$ cat config.mk
export PLATFORM = sky130hd
export DESIGN_NAME = fdc_bank_glue
export DESIGN_NICKNAME = d
export VERILOG_FILES = /design/src/rtl/fdc_glue_pkg.sv /design/src/rtl/fdc_glue_ctrl.sv /design/src/rtl/fdc_glue_timer.sv /design/src/rtl/fdc_glue_dp.sv /design/src/rtl/fdc_bank_glue.sv
export SDC_FILE = /design/constraint.sdc
export NUM_CORES = 1
export LEC_CHECK = 0
export ABC_AREA = 1
export BUFFER_PORTS_ARGS = -buffer_cell sky130_fd_sc_hd__clkbuf_2
export CAP_MARGIN = 40
export CORE_MARGIN = 2
export CORE_UTILIZATION = 35
export CTS_BUF_LIST = sky130_fd_sc_hd__clkbuf_16
export DETAILED_ROUTE_END_ITERATION = 16
export GPL_TIMING_DRIVEN = 0
export HOLD_SLACK_MARGIN = 0.1
export SLEW_MARGIN = 20
export SYNTH_ARGS = -nofsm -noshare
export SYNTH_HDL_FRONTEND = slang
export SYNTH_SLANG_ARGS = --single-unit
$ cat constraint.sdc
create_clock -name clk -period 1.8 [get_ports clk]
set_input_delay 0.36 -clock clk [delete_from_list [all_inputs] [get_ports clk]]
set_output_delay 0.36 -clock clk [all_outputs]
set_load 0.01 [all_outputs]
$ cat src/rtl/fdc_glue_pkg.sv
package fdc_glue_pkg;

  typedef enum logic [2:0] {
    RD_NONE,
    RD_CORE,
    RD_HDCTL,
    RD_MODE,
    RD_DDCTL
  } rdSrc_e;

  typedef struct packed {
    logic   ctrlWr;
    logic   readyWr;
    logic   modeWr;
    logic   coreHit;
    logic   coreA0;
    rdSrc_e rdSrc;
  } glueStrobe_t;

endpackage

$ cat src/rtl/fdc_glue_ctrl.sv
module fdc_glue_ctrl
  import fdc_glue_pkg::*;
#(
  parameter int ADDR_W = 16
) (
  input  logic [ADDR_W-1:0] busAddr,
  input  logic              busWr,
  input  logic              busRd,
  input  logic              wrBit5,
  input  logic              bankSel,
  output glueStrobe_t       strb
);

  localparam logic [ADDR_W-1:0] HdStat = ADDR_W'(8'h90);
  localparam logic [ADDR_W-1:0] HdData = ADDR_W'(8'h92);
  localparam logic [ADDR_W-1:0] HdCtl  = ADDR_W'(8'h94);
  localparam logic [ADDR_W-1:0] DdStat = ADDR_W'(8'hC8);
  localparam logic [ADDR_W-1:0] DdData = ADDR_W'(8'hCA);
  localparam logic [ADDR_W-1:0] DdCtl  = ADDR_W'(8'hCC);
  localparam logic [ADDR_W-1:0] ModeA  = ADDR_W'(8'hBE);

  logic isStat, isData, isCtl, isMode, bankLive;

  always_comb begin
    isStat   = (busAddr == HdStat) || (busAddr == DdStat);
    isData   = (busAddr == HdData) || (busAddr == DdData);
    isCtl    = (busAddr == HdCtl)  || (busAddr == DdCtl);
    isMode   = (busAddr == ModeA);
    bankLive = (busAddr[4] == bankSel);

    strb.coreHit = (isStat || isData) && bankLive && (busWr || busRd);
    strb.coreA0  = isData;
    strb.ctrlWr  = busWr && isCtl && bankLive;
    strb.readyWr = strb.ctrlWr && !((busAddr == DdCtl) && !wrBit5);
    strb.modeWr  = busWr && isMode;

    if ((isStat || isData) && bankLive)      strb.rdSrc = RD_CORE;
    else if ((busAddr == HdCtl) && bankSel)  strb.rdSrc = RD_HDCTL;
    else if (isMode)                         strb.rdSrc = RD_MODE;
    else if ((busAddr == DdCtl) && !bankSel) strb.rdSrc = RD_DDCTL;
    else                                     strb.rdSrc = RD_NONE;
  end

endmodule

$ cat src/rtl/fdc_glue_timer.sv
module fdc_glue_timer #(
  parameter int TICKS = 5_000_000
) (
  input  logic clk,
  input  logic rstN,
  input  logic start,
  input  logic armIrq,
  output logic expirePulse
);

  localparam int CNT_W = $clog2(TICKS + 1);

  logic             running;
  logic [CNT_W-1:0] cnt;

  always_ff @(posedge clk) begin
    if (!rstN) begin
      running     <= 1'b0;
      cnt         <= '0;
      expirePulse <= 1'b0;
    end else begin
      expirePulse <= running && (cnt == '0) && !start && armIrq;
      if (start) begin
        running <= 1'b1;
        cnt     <= CNT_W'(TICKS - 1);
      end else if (running) begin
        if (cnt == '0) running <= 1'b0;
        else           cnt     <= cnt - 1'b1;
      end
    end
  end

endmodule

$ cat src/rtl/fdc_glue_dp.sv
module fdc_glue_dp
  import fdc_glue_pkg::*;
#(
  parameter int DATA_W = 8
) (
  input  logic              clk,
  input  logic              rstN,
  input  glueStrobe_t       strb,
  input  logic [DATA_W-1:0] busWrData,
  input  logic [DATA_W-1:0] fdcRdData,
  input  logic              diskIn,
  input  logic              fdcIrq,
  input  logic              fdcDrq,
  input  logic              timerPulse,
  output logic [DATA_W-1:0] ctrlQ,
  output logic [DATA_W-1:0] modeQ,
  output logic              fdcReset,
  output logic              fdcReady,
  output logic [1:0]        driveHd,
  output logic [DATA_W-1:0] busRdData,
  output logic              intr2,
  output logic              intr3,
  output logic              drq2,
  output logic              drq3
);

  localparam logic [DATA_W-1:0] CtlRst   = DATA_W'(8'h80);
  localparam logic [DATA_W-1:0] ModeRst  = DATA_W'(8'h03);
  localparam logic [DATA_W-1:0] HdStatRd = DATA_W'(8'h44);
  localparam logic [DATA_W-1:0] DdStatRd = DATA_W'(8'h64);
  localparam logic [DATA_W-1:0] DiskBit  = DATA_W'(8'h10);
  localparam logic [DATA_W-1:0] ModeFill = DATA_W'(8'hF8);
  localparam logic [DATA_W-1:0] Idle     = '1;

  always_ff @(posedge clk) begin
    if (!rstN) begin
      ctrlQ    <= CtlRst;
      modeQ    <= ModeRst;
      fdcReset <= 1'b0;
      fdcReady <= 1'b0;
      driveHd  <= 2'b11;
    end else begin
      fdcReset <= strb.ctrlWr && !ctrlQ[7] && busWrData[7];
      if (strb.ctrlWr)  ctrlQ    <= busWrData;
      if (strb.readyWr) fdcReady <= busWrData[6];
      if (strb.modeWr) begin
        modeQ <= busWrData;
        if (!modeQ[1] && busWrData[1])      driveHd <= 2'b11;
        else if (modeQ[1] && !busWrData[1]) driveHd <= 2'b00;
      end
    end
  end

  always_comb begin
    unique case (strb.rdSrc)
      RD_CORE:  busRdData = fdcRdData;
      RD_HDCTL: busRdData = HdStatRd;
      RD_MODE:  busRdData = ModeFill | {{(DATA_W-2){1'b0}}, modeQ[1:0]};
      RD_DDCTL: busRdData = DdStatRd | (diskIn ? DiskBit : '0);
      default:  busRdData = Idle;
    endcase
  end

  always_comb begin
    intr3 = fdcIrq && modeQ[0];
    intr2 = (fdcIrq && !modeQ[0]) || timerPulse;
    drq2  = fdcDrq && modeQ[0];
    drq3  = fdcDrq && !modeQ[0];
  end

endmodule

$ cat src/rtl/fdc_bank_glue.sv
module fdc_bank_glue
  import fdc_glue_pkg::*;
#(
  parameter int ADDR_W     = 16,
  parameter int DATA_W     = 8,
  parameter int CLK_HZ     = 50_000_000,
  parameter int TIMEOUT_US = 100_000
) (
  input  logic              clk,
  input  logic              rstN,
  input  logic [ADDR_W-1:0] busAddr,
  input  logic [DATA_W-1:0] busWrData,
  input  logic              busWr,
  input  logic              busRd,
  output logic [DATA_W-1:0] busRdData,
  output logic              fdcSel,
  output logic              fdcA0,
  output logic              fdcWr,
  output logic              fdcRd,
  output logic [DATA_W-1:0] fdcWrData,
  input  logic [DATA_W-1:0] fdcRdData,
  output logic              fdcReset,
  output logic              fdcReady,
  output logic [1:0]        driveHd,
  input  logic              fdcIrq,
  input  logic              fdcDrq,
  input  logic              diskIn,
  output logic              intr2,
  output logic              intr3,
  output logic              drq2,
  output logic              drq3
);

  localparam int TICKS = (CLK_HZ / 1_000_000) * TIMEOUT_US;

  glueStrobe_t       strb;
  logic [DATA_W-1:0] ctrlQ, modeQ;
  logic              timerPulse;

  fdc_glue_ctrl #(.ADDR_W(ADDR_W)) u_ctrl (
    .busAddr (busAddr),
    .busWr   (busWr),
    .busRd   (busRd),
    .wrBit5  (busWrData[5]),
    .bankSel (modeQ[0]),
    .strb    (strb)
  );

  fdc_glue_timer #(.TICKS(TICKS)) u_timer (
    .clk         (clk),
    .rstN        (rstN),
    .start       (strb.ctrlWr && busWrData[0]),
    .armIrq      (ctrlQ[2]),
    .expirePulse (timerPulse)
  );

  fdc_glue_dp #(.DATA_W(DATA_W)) u_dp (
    .clk        (clk),
    .rstN       (rstN),
    .strb       (strb),
    .busWrData  (busWrData),
    .fdcRdData  (fdcRdData),
    .diskIn     (diskIn),
    .fdcIrq     (fdcIrq),
    .fdcDrq     (fdcDrq),
    .timerPulse (timerPulse),
    .ctrlQ      (ctrlQ),
    .modeQ      (modeQ),
    .fdcReset   (fdcReset),
    .fdcReady   (fdcReady),
    .driveHd    (driveHd),
    .busRdData  (busRdData),
    .intr2      (intr2),
    .intr3      (intr3),
    .drq2       (drq2),
    .drq3       (drq3)
  );

  assign fdcSel    = strb.coreHit;
  assign fdcA0     = strb.coreA0;
  assign fdcWr     = strb.coreHit && busWr;
  assign fdcRd     = strb.coreHit && busRd;
  assign fdcWrData = busWrData;

endmodule

Word-level counts from Yosys, hierarchy flattened
Cells that the tools add are included.
{"block": "word_totals", "regBits": 39, "inputBits": 39, "word_cells": 82}
{"block": "classes", "muxes": 14, "bitwise": 2, "n_eq_ne": 13, "n_reduce_logical": 43, "add_sub_neg": 1}
{"operator": "$eq 16x8->1 const B", "count": 7}
{"operator": "$mux 23", "count": 3}
{"operator": "$pmux 8 s4", "count": 1}
{"operator": "$logic_and 1x1->1", "count": 23}
{"operator": "$logic_not 23->1", "count": 1}
{"operator": "$sub 23x1->23 const B", "count": 1}
{"operator": "$mux 3", "count": 4}
{"operator": "$logic_not 1->1", "count": 7}
{"operator": "$eq 3x2->1 const B", "count": 2}
{"operator": "$logic_or 1x1->1", "count": 6}
{"operator": "$reduce_and 2->1", "count": 3}
{"operator": "$mux 5", "count": 1}
{"operator": "$mux 2", "count": 2}
{"operator": "$reduce_bool 2->1", "count": 2}
{"operator": "$eq 3x1->1 const B", "count": 1}
{"operator": "$eq 3x3->1 const B", "count": 1}
{"operator": "$mux 1", "count": 3}
{"operator": "$ne 2x1->1 const B", "count": 1}
{"operator": "$not 1->1", "count": 2}
{"operator": "$reduce_or 2->1", "count": 1}
{"operator": "$eq 1x1->1", "count": 1}

Logic depth before layout (Yosys ltp)
Gate-level depths: netlist of the first run.
{"block": "logic_depth", "ltp_word": 8, "depth_mapped": 13, "depth_no_buf": 12}

Modules after synthesis
A second synthesis of the first run with hierarchy kept.
{"block": "unflattened", "hier_cells": 439, "hier_area_um2": 2763.9}
{"mod": "fdc_glue_timer", "seq_area_each_um2": 500.5, "instances": 1, "area_per_inst_um2": 1589.0, "cells_per_inst": 259}
{"mod": "fdc_glue_dp", "seq_area_each_um2": 380.4, "instances": 1, "area_per_inst_um2": 852.1, "cells_per_inst": 116}
{"mod": "fdc_glue_ctrl", "seq_area_each_um2": 0.0, "instances": 1, "area_per_inst_um2": 240.2, "cells_per_inst": 50}
{"mod": "fdc_bank_glue", "seq_area_each_um2": 0.0, "instances": 1, "area_per_inst_um2": 82.6, "cells_per_inst": 14}

Worst setup path before layout of the first run
No wires, ideal clock.
{"block": "synth_path", "path_kind": "input to output", "startpoint": "input port busAddr[8]", "endpoint": "output port busRdData[0]", "path_stages": 7, "path_slack_ns": 0.082, "t_required_ns": 1.440, "path_buffers": 0, "t_arrival_ns": 1.358, "cell_sequence": "nor2_1 -> nand3_1 -> nor3_1 -> nand3_1 -> inv_1 -> nand2_1 -> o211ai_1"}
{"block": "synth_between", "elab_chain_cells": 8, "word_cells_on_any_way": 22}
{"item": "start: declaration", "line": "fdc_bank_glue.sv:11", "source": "input logic [ADDR_W-1:0] busAddr,"}
{"item": "$eq 16x8->1", "line": "fdc_glue_ctrl.sv:40", "source": "else if ((busAddr == DdCtl) && !bankSel) strb.rdSrc = RD_DDCTL;"}
{"item": "$logic_and 1x1->1", "line": "fdc_glue_ctrl.sv:40"}
{"item": "$mux 3", "line": "fdc_glue_ctrl.sv:40"}
{"item": "$mux 3", "line": "fdc_glue_ctrl.sv:39", "source": "else if (isMode) strb.rdSrc = RD_MODE;"}
{"item": "$mux 3", "line": "fdc_glue_ctrl.sv:38", "source": "else if ((busAddr == HdCtl) && bankSel) strb.rdSrc = RD_HDCTL;"}
{"item": "$mux 3 *", "line": "fdc_glue_ctrl.sv:37", "source": "if ((isStat || isData) && bankLive) strb.rdSrc = RD_CORE;"}
{"item": "$eq 3x3->1 (tied with other cells)", "line": "fdc_glue_dp.sv:55", "source": "unique case (strb.rdSrc)"}
{"item": "$pmux 8 s4 *", "line": "fdc_glue_dp.sv:55"}
{"item": "end: declaration", "line": "fdc_bank_glue.sv:15", "source": "output logic [DATA_W-1:0] busRdData,"}
Mark *: on every way between the ends. The rest lies on a longest branch, timed or not.

Worst setup path in the final report of the first run
{"block": "layout_path", "startpoint": "input port busAddr[4]", "endpoint": "output port busRdData[0]"}
The elaborated chain is that of the path after synthesis.

==> impl_metrics.toml, run 1 <==
[status]
status = "finished, violations left"
violations = "negative setup slack"

[synth]
syn_inst = 373
yosysUniqueCellTypes = 31
synth_area_per_cell_sq_um = 6.09
yosys.area.top_type = "dfxtp_1"
netlist_top_cells_area = "dfxtp_1 28%, nand2_1 16%, nor2_1 10%"
synth-seq-area-share = 0.282
synth_area_sq_um = 2270
ys_ff_latch = 32
syn_nets = 414
ys.warnings.count = 0
synth_top_area_share = 0.282

[timing]
relSlewSlack = 0.767
rsz0062_at_grt = "yes"
fmax_mhz = 519
setup_ws_ns = -0.128
skew_ns = 0.00295
min_period_ns = 1.93
finalSetupViolations = 7
min_period_over_period = 1.07
tns_ns = -0.601
slew_violations = 0
tightest_slew_ns = 0.348
final-hold-violation-count = 0

[power]
p_total_mw = 1.70
p_per_area_nw_per_um2 = 515
peakVddDrop_mv = 0.366
leakage_nw = 1.78

[critical_path]
path_buf_inv = 3
reg2reg_from = "u_timer.cnt[0]$_SDFFE_PN0P_"
start_kind = "input port"
cp-startpoint = "busAddr[4]"
critPathMaxFanout = 6
crit_path_end = "busRdData[0]"
rrSetupSlack_ns = 0.16
crit_type = "in -> out"
cp.depth = 9
max_stage_delay_ns = 0.21
crit_arrival_ns = 1.57
ff2ff_path_depth = 12
path_delay_family = "simple AND/OR/NAND/NOR gates"
crit_slowest_cell = "buf_4"
cp-end-kind = "primary output"
r2r-end = "u_timer.cnt[14]$_SDFFE_PN0P_"
required_ns = 1.44
crit_chain = "buf_12 -> nor2_4 -> nand4_1 -> buf_4 -> nor2_4 -> nand2_1 -> nand4_1 -> o211ai_1 -> clkbuf_2"

[hold_path]
hold_class = "in -> reg"
hold_depth = 3

[detailed_routing]
drc = 0
routed_wl_mm = 6.67
avgViaCountPerCell = 4.82
num_vias = 2615
drtAntennaViolNets = 0
dr.pass1.iters = 5
routedWlPerCell_um = 12.3
initialDrtViolationCount = 122

[clock_network]
clkSinkCount = 32
cts_tree = "done"
cts_root_buf = "clkbuf_16"
numCtsBuffers = 5
path_clk_slew_ns = 0.05
clock_path_buffers = 2
cts_max_level = 2
clock_latency_ns = 0.28
ctsHoldBuffers = 0

[grt]
grt_max_degree = 11
gr-usage-all-layers = 0.185
antenna_found_initial = 0
grt_first_pass_wirelength_mm = 10.9
grt_pass1_vias = 2459
grt-ovfl-total = 0

[finish]
final_util = 0.522
final_common_cell = "nand2_1"
antenna_cells = 0
layout-drive-gt1-share = 0.340
fin_area_sq_um = 3300
areaGrowthSynthToFinish_pct = 45.0
final_cell_mix = "91 x nand2_1, 51 x nor2_1, 46 x clkbuf_2"
nNetsFinal = 505

[die]
die_area_sq_um = 7150
core_sq_um = 6310
pin_count = 67
chipHeight_um = 84.6
row_count = 29
start_util = 0.360
fp.dieW_um = 84.6

[place]
dpl_cell_area_sq_um = 2690
dp_slack_ns = -0.398
port_buffers = 64
dp_hpwl_mm = 4.79
gp_congestion = 0.946

[flow_run]
max_cap_viol_count = 0
## cell families (layout without fill, tap and decap cells)
group,Yosys count,count (layout),synth area share
compound gates,27,27,0.0672
xor+xnor,10,10,0.0385
fa+ha+maj,2,2,0.0110
buf+inv,67,159,0.136
flops,32,32,0.282
simple gates,235,235,0.465
## area by class of cell
| type | instances | area (sq um) |
|---|---|---|
| buffer | 16 | 128 |
| clock buffer | 5 | 125 |
| clock inverter | 3 | 13.8 |
| fill | 634 | 3020 |
| inverter | 51 | 199 |
| multi-input combinational | 274 | 1540 |
| sequential | 32 | 641 |
| tap | 77 | 96.3 |
| timing repair buffer | 84 | 556 |
## sequential cells by signal, indices dropped and copies added (netlist names)
| register | count |
|---|---|
| u_dp.ctrlQ | 2 |
| u_dp.driveHd | 1 |
| u_dp.fdcReady | 1 |
| u_dp.fdcReset | 1 |
| u_dp.modeQ | 2 |
| u_timer.cnt | 23 |
| u_timer.expirePulse | 1 |
| u_timer.running | 1 |
## layer usage
metal,track usage,routed length [um],part of all wire,vias to the layer above
li1,-,-,-,1362
met2,0.314,3330,0.50,65
met3,0.0364,267,0.040,12
met1,0.236,2960,0.44,1176
met4,0.0635,117,0.018,0
met5,0,0,0,-
## cell usage after synthesis
master,n
nand2_1,95
nor2_1,63
inv_1,50
nand3_1,36
dfxtp_1,32
nand4_1,15
a21oi_1,11
buf_4,10
o21ai_0,8
xor2_1,8
nor3_1,7
buf_2,4
nand2_2,4
nor2_2,4
o211ai_1,3
a21oi_2,2
buf_6,2
ha_1,2
nor2_4,2
nor4_1,2
o21ai_1,2
xnor2_1,2
a21o_1,1
inv_2,1
nand2_4,1
nand3_2,1
nand3_4,1
nand3b_1,1
nor3_2,1
nor3b_1,1
or2_2,1
## power by group
group | switching [mW] | internal, mW | total, mW
Clock | 0.297 | 0.501 | 0.798
Combinational | 0.0954 | 0.0941 | 0.190
Sequential | 0.00000365 | 0.709 | 0.709
Total | 0.392 | 1.30 | 1.70
## how the worst min path moves through the flow
stage | to | startpoint | slack (ns)
floorplan | u_dp.fdcReset$_SDFF_PN0_ | u_dp.ctrlQ[7]$_SDFFE_PN1N_ | 0.40
global placement | u_dp.fdcReset$_SDFF_PN0_ | u_dp.ctrlQ[7]$_SDFFE_PN1N_ | 0.41
detailed placement | u_dp.fdcReset$_SDFF_PN0_ | u_dp.ctrlQ[7]$_SDFFE_PN1N_ | 0.41
CTS | u_dp.ctrlQ[7]$_SDFFE_PN1N_ | busWrData[7] | 0.32
global route | u_dp.ctrlQ[7]$_SDFFE_PN1N_ | busWrData[7] | 0.35
finish | u_dp.ctrlQ[7]$_SDFFE_PN1N_ | busWrData[7] | 0.33
## worst register-to-register path: stages, from the launching register on
cell and delay (ns):
dfxtp_1 0.33, inv_2 0.10, ha_4 0.17, nand3_4 0.12, nor2_4 0.14, nand3_4 0.11, nand2_4 0.12, inv_2 0.06
buf_6 0.14, nand3_1 0.07, nand3_1 0.08, nand2_1 0.06, inv_1 0.03
## through the flow
| step | hold WS (ns) | instances |
|---|---|---|
| 3_5_place_dp | 0.415 | 514 |
| 3_3_place_gp | 0.414 | 514 |
| 4_1_cts | 0.324 | 538 |
| 5_1_grt | 0.350 | 542 |
| 6_report | 0.327 | 542 |
| 2_1_floorplan | 0.399 | 373 |
## timing repair
action / in CTS / in global routing
endpoints found under the setup margin: 31 / 24
resized for setup: 34 / 64
pin swaps: 18 / 19
buffers inserted: 16 / 4
(Power assumes the default switching activity.)
==> run 2, diff against run 1 <==
- HOLD_SLACK_MARGIN: 0.1 -> default
- PLACE_DENSITY: default -> 0.56
==> impl_metrics.toml, run 2 (synthesis results as in run 1) <==
[die]
pin_count = 67
fp.dieW_um = 84.6
core_sq_um = 6310
row_count = 29
die_area_sq_um = 7150
start_util = 0.360
chipHeight_um = 84.6

[detailed_routing]
routedWlPerCell_um = 12.2
avgViaCountPerCell = 4.79
num_vias = 2547
drc = 0
routed_wl_mm = 6.50
drtAntennaViolNets = 0
initialDrtViolationCount = 134
dr.pass1.iters = 4

[critical_path]
crit_slowest_cell = "nor3_4"
ff2ff_path_depth = 12
path_buf_inv = 3
cp-end-kind = "primary output"
path_delay_family = "simple AND/OR/NAND/NOR gates"
required_ns = 1.44
start_kind = "input port"
crit_chain = "buf_6 -> nor2_4 -> nand3_4 -> buf_6 -> nor3_4 -> nand2_1 -> nand4_1 -> o211ai_1 -> clkbuf_2"
critPathMaxFanout = 5
critPathMostFrequentCell = "buf_6"
crit_arrival_ns = 1.62
cp.depth = 9
crit_type = "in -> out"
max_stage_delay_ns = 0.24

[finish]
num-fill-cells = 655
final_common_cell = "nand2_1"
areaGrowthSynthToFinish_pct = 40.1
fin_area_sq_um = 3180
multi_input_area_sq_um = 1530
largest_register_ffs = 23
final_util = 0.504
nNetsFinal = 496
regArea_sq_um = 642
final_cell_mix = "91 x nand2_1, 52 x nor2_1, 49 x clkbuf_2"
layout-drive-gt1-share = 0.321
antenna_cells = 0
final_cell_count_no_fill = 532
largest_register = "u_timer.cnt"
reg_top3 = "u_timer.cnt: 23 flops, u_dp.ctrlQ: 2 flops, u_dp.modeQ: 2 flops"

[place]
port_buffers = 64
placed_cells = 514
gp_congestion = 0.910
dpl_cell_area_sq_um = 2690
dp_hpwl_mm = 4.84

[timing]
final-hold-violation-count = 0
min_period_over_period = 1.10
setup_ws_ns = -0.183
skew_ns = 0.00592
min_period_ns = 1.98
slew_violations = 0
finalSetupViolations = 10
fmax_mhz = 504
tightest_slew_ns = 0.345
rsz0062_at_grt = "yes"
relSlewSlack = 0.769

[clock_network]
cts_max_level = 2
clock_latency_ns = 0.28
clock_path_buffers = 2
clkSinkCount = 32
ctsHoldBuffers = 0
cts_tree = "done"
cts_root_buf = "clkbuf_16"
numCtsBuffers = 5
path_clk_slew_ns = 0.05

[grt]
grt_first_pass_wirelength_mm = 10.9
gr-usage-all-layers = 0.188
antenna_found_initial = 0
grt_pass1_vias = 2345
grt_max_degree = 11
grt-ovfl-total = 0

[status]
violations = "negative setup slack"
status = "finished, violations left"

[power]
p_per_area_nw_per_um2 = 521
peakVddDrop_mv = 0.583
leakage_nw = 1.72

[flow_run]
max_cap_viol_count = 0

[hold_path]
hold_depth = 3
hold_class = "in -> reg"
==> run 2: cell count changes in the layout (fill, tap and decap cells not counted), moves of 2 or more <==
cell / delta
inv_2: -2
buf_2: -2
clkbuf_2: +3
inv_1: +3
buf_4: -8
==> run 2: layout make-up <==
class | count | share of cell area
plain buffers | 15 | 0.0365
flip-flops and latches | 32 | 0.202
multi-input cells | 274 | 0.479
clock inverters | 2 | 0.00275
inverters | 51 | 0.0617
clock buffers | 5 | 0.0393
repair buffers | 76 | 0.149
well taps | 77 | 0.0303
==> run 2: worst paths after layout <==
check | start | to | slack (ns)
worst min-delay path | busWrData[7] | u_dp.ctrlQ[7]$_SDFFE_PN1N_ | 0.32
worst max-delay path | busAddr[8] | busRdData[0] | -0.18
worst min register to register | u_dp.ctrlQ[7]$_SDFFE_PN1N_ | u_dp.fdcReset$_SDFF_PN0_ | 0.43
worst max register to register | u_timer.cnt[1]$_SDFFE_PN0P_ | u_timer.cnt[14]$_SDFFE_PN0P_ | 0.17
==> run 2: repair_timing <==
action	in CTS	in global routing
endpoints found under the hold margin	0	0
cloned	0	0
setup endpoints to repair	31	24
buffers inserted	6	6
resized for setup	24	57
pin swaps	13	15
==> run 2: worst min-delay path, delay by kind of cell <==
| family | cells | cell delay (ns) |
|---|---|---|
| buf+inv | 1 | 0.09 |
| simple gates | 2 | 0.12 |
==> run 2: per-stage QoR <==
step                      TNS [ns]  power [mW]  hold slack (ns)  setup WS [ns]
after floorplan                  0       0.776            0.399         0.0825
after global placement       -5.98       0.847            0.419         -0.405
after detailed placement     -5.42       0.849            0.417         -0.388
after CTS                   -0.707        1.65            0.317         -0.134
after global routing         -1.79        1.72            0.336         -0.264
final                        -1.03        1.66            0.319         -0.183
==> run 2: per-layer routing <==
metal  global-route usage  vias up  routed length [um]
li1                     -     1344                   -
met1                0.250     1137                2960
met2                0.306       60                3180
met3               0.0305        6                 274
met4               0.0693        0                  87
met5                    0        -                   0
==> run 2: power by group <==
group	internal, mW	switching [mW]	total (mW)
clock network	0.495	0.288	0.784
registers	0.709	0.00000477	0.709
logic	0.0765	0.0886	0.165
==> run 3, diff against run 2 <==
- SETUP_SLACK_MARGIN: default -> 0.5
==> impl_metrics.toml, run 3 (synthesis results as in run 1) <==
[status]
status = "finished, violations left"
violations = "negative setup slack"

[finish]
layout-drive-gt1-share = 0.459
largest_register = "u_timer.cnt"
final_cell_mix = "81 x nand2_1, 51 x clkbuf_2, 45 x nor2_1"
final_util = 0.587
final_common_cell = "nand2_1"
reg_top3 = "u_timer.cnt: 23 flops, u_dp.ctrlQ: 2 flops, u_dp.modeQ: 2 flops"
antenna_cells = 0
areaGrowthSynthToFinish_pct = 63.1
nNetsFinal = 522
largest_register_ffs = 23

[detailed_routing]
drtAntennaViolNets = 0
avgViaCountPerCell = 4.84
dr.pass1.iters = 4
drc = 0
initialDrtViolationCount = 109
num_vias = 2707
routedWlPerCell_um = 12.8
routed_wl_mm = 7.15

[power]
p_per_area_nw_per_um2 = 456
peakVddDrop_mv = 0.453
p_total_mw = 1.69
leakage_nw = 1.97

[clock_network]
clock_latency_ns = 0.28
cts_tree = "done"
cts_root_buf = "clkbuf_16"
clock_path_buffers = 2
numCtsBuffers = 5
clkSinkCount = 32
cts_max_level = 2
path_clk_slew_ns = 0.05

[critical_path]
crit_arrival_ns = 1.54
cp-end-kind = "primary output"
critPathMaxFanout = 7
rrSetupSlack_ns = 0.12
crit_type = "in -> out"
start_kind = "input port"
required_ns = 1.44
r2r-end = "u_timer.cnt[2]$_SDFFE_PN0P_"
reg2reg_from = "u_timer.cnt[10]$_SDFFE_PP0P_"
cp-startpoint = "busAddr[4]"
ff2ff_path_depth = 11

[grt]
antenna_found_initial = 0
grt_first_pass_wirelength_mm = 11.7
gr-usage-all-layers = 0.200
grt-ovfl-total = 0
grt_pass1_vias = 2552
grt_max_degree = 11

[timing]
finalSetupViolations = 30
rsz0062_at_grt = "yes"
min_period_over_period = 1.06
slew_violations = 0
min_period_ns = 1.90
setup_ws_ns = -0.104
tns_ns = -1.89
fmax_mhz = 525
tightest_slew_ns = 0.388
final-hold-violation-count = 0
skew_ns = 0.00587
relSlewSlack = 0.741

[place]
port_buffers = 64
dp_hpwl_mm = 4.94
gp_congestion = 0.872
dp_slack_ns = -0.292

[hold_path]
holdCritStartpoint = "busWrData[7]"
hold_class = "in -> reg"
holdPathEnd = "u_dp.fdcReset$_SDFF_PN0_"
hold_depth = 3

[die]
fp.dieW_um = 84.6
start_util = 0.360
row_count = 29
die_area_sq_um = 7150
pin_count = 67
chipHeight_um = 84.6
core_sq_um = 6310

[flow_run]
max_cap_viol_count = 0
-- run 3: changes by cell type in the layout (fill, tap and decap cells not counted), sizes merged --
cell    change
inv         +1
buf        +22
bufbuf      +1
clkbuf      +3
-- run 3: timing repair --
item	CTS	global route
resized for setup	72	50
cloned	3	0
pin swaps	39	20
hold buffers	0	0
setup buffers	23	11
setup endpoints to repair	45	45
-- run 3: final cells by class --
| class | instances | area (sq um) |
|---|---|---|
| plain buffers | 16 | 151 |
| fillers | 619 | 2610 |
| repair buffers | 101 | 736 |
| multi-input cells | 274 | 1730 |
| well taps | 77 | 96.3 |
| inverters | 51 | 206 |
| flip-flops and latches | 32 | 647 |
| clock inverters | 3 | 11.3 |
| clock buffers | 5 | 125 |
-- run 3: worst max-delay path by stage --
stage / slack, ns / to / cells past startpoint
global route: -0.16 / busRdData[4] / 8
floorplan: 0.16 / busRdData[4] / 6
detailed placement: -0.29 / busRdData[1] / 8
CTS: -0.08 / busRdData[0] / 8
finish: -0.10 / busRdData[0] / 8
global placement: -0.27 / busRdData[1] / 8
-- run 3: stage by stage --
step,std cells,hold WS (ns),instance area (sq um)
after floorplan,373,0.399,2410
after global placement,514,0.418,2830
after detailed placement,514,0.418,2830
after CTS,548,0.328,3480
after global routing,559,0.347,3710
final,559,0.341,3710
-- run 3: report_power, final --
group          internal (mW)  leakage, nW  switching (mW)
Combinational         0.0947         1.64          0.0978
Sequential             0.708        0.259      0.00000445
Clock                  0.496       0.0738           0.293
Total                   1.30         1.97           0.391
-- run 3: critical path, cell delays in order --
cell and delay, ns:
clkbuf_16 0.13, nor2_4 0.08, nand4_1 0.21, nand2_2 0.17, nand3_4 0.12, nand4_1 0.20
o211ai_1 0.11, buf_2 0.16
-- run 3: routing by layer --
| metal | vias to the layer above | global-route usage | part of all wire |
|---|---|---|---|
| met5 | - | 0 | 0 |
| met2 | 66 | 0.337 | 0.49 |
| met4 | 0 | 0.0361 | 0.0099 |
| li1 | 1398 | - | - |
| met1 | 1237 | 0.265 | 0.45 |
| met3 | 6 | 0.0472 | 0.044 |
